File: config.mk
export PLATFORM = sky130hd
export DESIGN_NAME = stepper_phase_xlat
export DESIGN_NICKNAME = d
export VERILOG_FILES = /design/src/rtl/stx_pkg.sv /design/src/rtl/stx_sync.sv /design/src/rtl/stx_step_qual.sv /design/src/rtl/stx_index.sv /design/src/rtl/stepper_phase_xlat.sv
export SDC_FILE = /design/constraint.sdc
export NUM_CORES = 1
export LEC_CHECK = 0
export BUFFER_PORTS_ARGS = -buffer_cell sky130_fd_sc_hd__buf_2
export CAP_MARGIN = 20
export CORE_MARGIN = 2
export CORE_UTILIZATION = 55
export DETAILED_ROUTE_END_ITERATION = 10
export GPL_TIMING_DRIVEN = 0
export PLACE_DENSITY_LB_ADDON = 0.05
export RECOVER_POWER = 100
export SETUP_SLACK_MARGIN = 0.1
export SYNTH_ARGS = -nofsm -noshare
export SYNTH_HDL_FRONTEND = slang
export SYNTH_SLANG_ARGS = --single-unit
File: constraint.sdc
create_clock -name clk -period 2.4 [get_ports clk]
set_input_delay 0.24 -clock clk [delete_from_list [all_inputs] [get_ports clk]]
set_output_delay 0.24 -clock clk [all_outputs]
set_load 0.02 [all_outputs]
File: src/rtl/stx_pkg.sv
package stx_pkg;

  typedef struct packed {
    logic step;
    logic dir;
    logic half;
    logic en;
    logic trst_n;
    logic pd_n;
    logic uv;
    logic ot;
  } stx_in_t;

  localparam int STX_IN_W = $bits(stx_in_t);

  // Idle values: the active-low controls and enable sit at 1 so the
  // power-on pattern appears without a blank gap after reset.
  localparam stx_in_t STX_IN_IDLE = '{step: 1'b0, dir: 1'b0, half: 1'b0,
                                      en: 1'b1, trst_n: 1'b1, pd_n: 1'b1,
                                      uv: 1'b0, ot: 1'b0};

  localparam int IDX_W = 3;

  // Phase bit order {2B,2A,1B,1A}; even positions have two windings on.
  function automatic logic [3:0] stx_decode(input logic [IDX_W-1:0] idx);
    logic [3:0] p;
    case (idx)
      3'd0:    p = 4'b0101;
      3'd1:    p = 4'b0100;
      3'd2:    p = 4'b0110;
      3'd3:    p = 4'b0010;
      3'd4:    p = 4'b1010;
      3'd5:    p = 4'b1000;
      3'd6:    p = 4'b1001;
      default: p = 4'b0001;
    endcase
    return p;
  endfunction

endpackage

File: src/rtl/stx_sync.sv
module stx_sync #(
  parameter int W      = 8,
  parameter int STAGES = 2,
  parameter logic [W-1:0] RST_VAL = '0
) (
  input  logic         clk,
  input  logic         rst,
  input  logic [W-1:0] d,
  output logic [W-1:0] q
);
  logic [W-1:0] stg [STAGES];

  for (genvar s = 0; s < STAGES; s++) begin : g_stage
    always_ff @(posedge clk) begin
      if (rst) stg[s] <= RST_VAL;
      else if (s == 0) stg[s] <= d;
      else stg[s] <= stg[(s == 0) ? 0 : s-1];
    end
  end

  assign q = stg[STAGES-1];
endmodule

File: src/rtl/stx_step_qual.sv
module stx_step_qual #(
  parameter int MIN_HIGH = 4
) (
  input  logic clk,
  input  logic rst,
  input  logic step_s,
  input  logic dir_s,
  input  logic half_s,
  output logic acc,
  output logic acc_dir,
  output logic acc_half
);
  localparam int CW = $clog2(MIN_HIGH + 1);
  localparam logic [CW-1:0] LAST = CW'(MIN_HIGH - 1);
  localparam logic [CW-1:0] SAT  = CW'(MIN_HIGH);

  logic [CW-1:0] cnt_q;
  logic          dir_q, half_q;
  logic          first;

  assign first    = step_s && (cnt_q == '0);
  assign acc      = step_s && (cnt_q == LAST);
  assign acc_dir  = first ? dir_s  : dir_q;
  assign acc_half = first ? half_s : half_q;

  always_ff @(posedge clk) begin
    if (rst) begin
      cnt_q  <= '0;
      dir_q  <= 1'b0;
      half_q <= 1'b0;
    end else begin
      if (!step_s)           cnt_q <= '0;
      else if (cnt_q != SAT) cnt_q <= cnt_q + 1'b1;
      if (first) begin
        dir_q  <= dir_s;
        half_q <= half_s;
      end
    end
  end
endmodule

File: src/rtl/stx_index.sv
module stx_index
  import stx_pkg::*;
(
  input  logic             clk,
  input  logic             rst,
  input  logic             clr,
  input  logic             adv,
  input  logic             rev,
  input  logic             half,
  output logic [IDX_W-1:0] idx_q,
  output logic [IDX_W-1:0] idx_d
);
  logic [IDX_W-1:0] fwd_n, rev_n;

  always_comb begin
    if (half) begin
      fwd_n = idx_q + 1'b1;
      rev_n = idx_q - 1'b1;
    end else begin
      fwd_n = (idx_q | IDX_W'(1)) + 1'b1;
      rev_n = (idx_q - 1'b1) & ~IDX_W'(1);
    end
    if (clr)      idx_d = '0;
    else if (adv) idx_d = rev ? rev_n : fwd_n;
    else          idx_d = idx_q;
  end

  always_ff @(posedge clk) begin
    if (rst) idx_q <= '0;
    else     idx_q <= idx_d;
  end
endmodule

File: src/rtl/stepper_phase_xlat.sv
module stepper_phase_xlat
  import stx_pkg::*;
#(
  parameter int SYNC_STAGES = 2,
  parameter int MIN_HIGH    = 4
) (
  input  logic       clk,
  input  logic       rst,
  input  logic       step_in,
  input  logic       dir_in,
  input  logic       half_in,
  input  logic       enable,
  input  logic       xlat_rst_n,
  input  logic       pwr_n,
  input  logic       fault_uv,
  input  logic       fault_ot,
  output logic [3:0] phase_on,
  output logic       origin_n,
  output logic       alarm_n
);
  stx_in_t          raw, syn;
  logic             step_acc, acc_dir, acc_half;
  logic [IDX_W-1:0] idx_q, idx_d;
  logic             en_s, trst_n_s, pd_n_s, fault_s, clr, drive;

  assign raw = '{step: step_in, dir: dir_in, half: half_in, en: enable,
                 trst_n: xlat_rst_n, pd_n: pwr_n, uv: fault_uv, ot: fault_ot};

  stx_sync #(.W(STX_IN_W), .STAGES(SYNC_STAGES), .RST_VAL(STX_IN_IDLE)) u_sync (
    .clk(clk), .rst(rst), .d(raw), .q(syn)
  );

  assign en_s     = syn.en;
  assign trst_n_s = syn.trst_n;
  assign pd_n_s   = syn.pd_n;
  assign fault_s  = syn.uv | syn.ot;
  assign clr      = !trst_n_s || !pd_n_s;

  stx_step_qual #(.MIN_HIGH(MIN_HIGH)) u_qual (
    .clk(clk), .rst(rst), .step_s(syn.step), .dir_s(syn.dir), .half_s(syn.half),
    .acc(step_acc), .acc_dir(acc_dir), .acc_half(acc_half)
  );

  stx_index u_idx (
    .clk(clk), .rst(rst), .clr(clr), .adv(step_acc), .rev(acc_dir),
    .half(acc_half), .idx_q(idx_q), .idx_d(idx_d)
  );

  assign drive = en_s && !clr && !fault_s;

  always_ff @(posedge clk) begin
    if (rst) begin
      phase_on <= stx_decode('0);
      origin_n <= 1'b0;
      alarm_n  <= 1'b1;
    end else begin
      phase_on <= drive ? stx_decode(idx_d) : 4'b0000;
      origin_n <= (idx_d != '0);
      alarm_n  <= !fault_s;
    end
  end
endmodule

==> results.md <==
* Initial core utilization at 0.570
* Leakage at 0.000555 µW
* RR Startpoint: u_qual.cnt_q[0]$_SDFFE_PP0P_
* Crit path depth at 8
* GRT overflow at 0
* Sequential Area at 601 µm²
* Power per cell area at 628 mW/mm²
* Primary FF master, synth: dfxtp_1
* Post-layout nets at 161
* Status: complete, no violations
* Die height at 51.2 µm
* Setup TNS at 0 ps
* Gr usage total at 0.178
* Die W at 51.2 µm
* Worst path bufs/invs at 1
* Max stage delay on crit path at 380 ps
* Initial antenna violation count at 0
* Vias/cell at 5.19
* N_diodes at 0
* Minimum clock period at 2190 ps
* Post-synthesis sequential area ratio at 0.491
* Number of synthesized register bits at 30
* Area Growth Syn to Fin at 14.0%
* Multi-input gate area at 599 µm²
* Longest Clk Path Bufs at 2
* RSZ-0062 raised after global routing: yes
* Std cell rows at 17
* Synth Instances at 124
* Mapped cell area at 0.00122 mm²
* CTS tree: done
* Synth cell types at 37
* Dpl hpwl at 1430 µm
* Initial DRC count at 7
* CTS Hold Bufs at 0
* Fillers at 188
* DR pass1 iterations at 3
* Share of synthesized flip-flops with an asynchronous set or reset at 0
* Worst-path clk slew at 90 ps
* Share of cells above drive strength 1 at 0.177
* Cell family with most CP delay: compound AO/OA/AOI/OAI gates
* Largest net degree at the start of global routing at 11
* Clock Sinks at 30
* Clk_lat worst skew at 310 ps
* Slowest-stage cell, CP: dfxtp_1
* Reg-to-reg setup timing slack at 210 ps
* Syn. warnings at 0
* Worst-Margin Slew at 512 ps
* Worst Skew at 6.23 ps
* Max IR drop VDD at 501 µV
* PostCTS Resize Cnt at 0
* Syn Nets at 139
* Most common cell in the netlist: dfxtp_1
* Crit path arrival time at 2400 ps
* Antenna Violating Nets Remaining at 0
* Setup violators final at 0
* CP endpoint kind: flip-flop
* R2r worst-path depth at 8
* Dominant cells by area after synthesis: dfxtp_1 (49%), nor2b_1 (6.1%), ha_1 (5.1%)
* CTS Buf Count at 5
* Reg2Reg Capture Point: phase_on[0]$_SDFF_PP1_
* CP endpoint: phase_on[0]$_SDFF_PP1_
* Port bufs at 15
* Max cap viols at 0
* Vias in the first global route at 811
* CTS Root Cell: clkbuf_4
* Cell area after layout at 0.00140 mm²
* Required time of the critical path at 2610 ps
* Critical Path Source: u_qual.cnt_q[0]$_SDFFE_PP0P_
* Number of synthesized flops with an enable pin at 0
* Post-DP Area at 0.00133 mm²
* Die area at 0.00262 mm²
* Post-synth top area cell: dfxtp_1
* Share of the synthesized area in the top cell type at 0.491
* Htree depth at 2
* Final WL at 1910 µm
* Crit-path cells: inv_1 -> ha_1 -> and4b_1 -> a21oi_2 -> a311oi_1 -> nor3_1 -> nor2_1 -> a211o_1
* Final hold vios at 0
* Core area at 0.00215 mm²
* Worst Hold Class: primary input to flip-flop
* Drc violations at 0
* Max Fanout on Critical Path at 5
* Num ports at 16
* Period Utilization, post-route at 0.912
* Final Max Slew Viols at 0
* Post-DR wirelength/cell at 10.9 µm
* Final GP Congestion at 0.874
* Kind of critical path: flip-flop to flip-flop
* DR vias at 908
* FMAX at 0.457 GHz
* Worst hold path startpoint: pwr_n
* Most frequent cells after synthesis: dfxtp_1 (30), nor2b_1 (12), nor2_1 (10)
* Slew HR at 0.655
* CP Launch Type: flip-flop
* Postcts setup bufs at 0
* First-pass GRT wire length at 3350 µm
* Syn_area_per_cell at 9.87 µm²
-- per-layer routing --
metal  part of all wire  track usage
met1               0.46        0.187
met4             0.0084       0.0901
met2               0.48        0.297
met3              0.049       0.0819
met5                  0            0
-- cells in the final DEF (no fill, tap or decap), types with 2 or more instances in the layout --
| master | Yosys | routed |
|---|---|---|
| dfxtp_1 | 30 | 30 |
| nand2_1 | 7 | 7 |
| or3b_1 | 4 | 4 |
| or2_2 | 6 | 6 |
| nor2b_1 | 12 | 12 |
| nor3_1 | 1 | 2 |
| ha_1 | 5 | 5 |
| nand3_1 | 3 | 3 |
| inv_1 | 6 | 6 |
| mux2i_1 | 3 | 3 |
| nor2_1 | 10 | 10 |
| o21ai_0 | 3 | 3 |
| nand3b_1 | 5 | 5 |
| clkbuf_4 | 0 | 5 |
| a21oi_1 | 4 | 4 |
| buf_2 | 0 | 8 |
| clkbuf_1 | 2 | 9 |
| nand2b_1 | 2 | 2 |
-- per-stage QoR --
stage	cells	hold WS [ps]	util	setup slack (ps)	total power, µW
global placement	167	393	0.621	282	580
global route	175	79.3	0.649	52.2	923
CTS	175	84.2	0.651	199	886
detailed placement	167	395	0.621	227	581
floorplan	124	312	-	455	564
finish	175	98.4	0.649	211	876
-- worst register-to-register path: stages (launching register included) --
cell and delay [ps]:
dfxtp_1 380, inv_1 60, ha_1 240, and4b_1 230
a21oi_2 250, a311oi_1 160, nor3_1 380, nor2_1 90
a211o_1 300
-- cell families (layout without fill, tap and decap cells) --
logic type | after synthesis | in the layout | synth area share
DFF | 30 | 30 | 0.491
and+or+nand+nor | 58 | 58 | 0.285
adders and majority gates | 5 | 5 | 0.0511
buffers and inverters | 8 | 31 | 0.0245
AOI/OAI and AO/OA | 19 | 19 | 0.117
muxes | 3 | 3 | 0.0245
xor gates and xnor gates | 1 | 1 | 0.00716
-- area by class of cell --
| cell class | instances | share of cell area |
|---|---|---|
| buffer | 2 | 0.00538 |
| sequential | 30 | 0.430 |
| clock inverter | 2 | 0.00897 |
| timing repair buffer | 15 | 0.0475 |
| clock buffer | 6 | 0.0368 |
| multi-input combinational | 86 | 0.430 |
| tap | 28 | 0.0251 |
| inverter | 6 | 0.0161 |
-- sequential cells by signal (all words and copies together), names as in the netlist --
name	count
alarm_n	1
origin_n	1
phase_on	4
u_idx.idx_q	3
u_qual.cnt_q	3
u_qual.dir_q	1
u_qual.half_q	1
u_sync.stg	16
-- worst min-delay path by stage --
stage                             endpoint  slack, ps  depth (start not counted)
2_1_floorplan  u_sync.stg[1][5]$_SDFF_PP0_        310                          1
3_3_place_gp   u_sync.stg[1][2]$_SDFF_PP1_        390                          1
3_5_place_dp   u_sync.stg[1][3]$_SDFF_PP1_        400                          1
4_1_cts        u_sync.stg[0][2]$_SDFF_PP1_         80                          2
5_1_grt        u_sync.stg[0][2]$_SDFF_PP1_         80                          2
6_report       u_sync.stg[0][2]$_SDFF_PP1_        100                          2
-- power breakdown --
group / leakage (µW) / total [µW] / internal (µW) / switching, µW
registers: 0.000246 / 521 / 514 / 6.62
logic: 0.000274 / 47.1 / 21.9 / 25.3
clock network: 0.0000343 / 308 / 141 / 168
(Power assumes the default switching activity.)
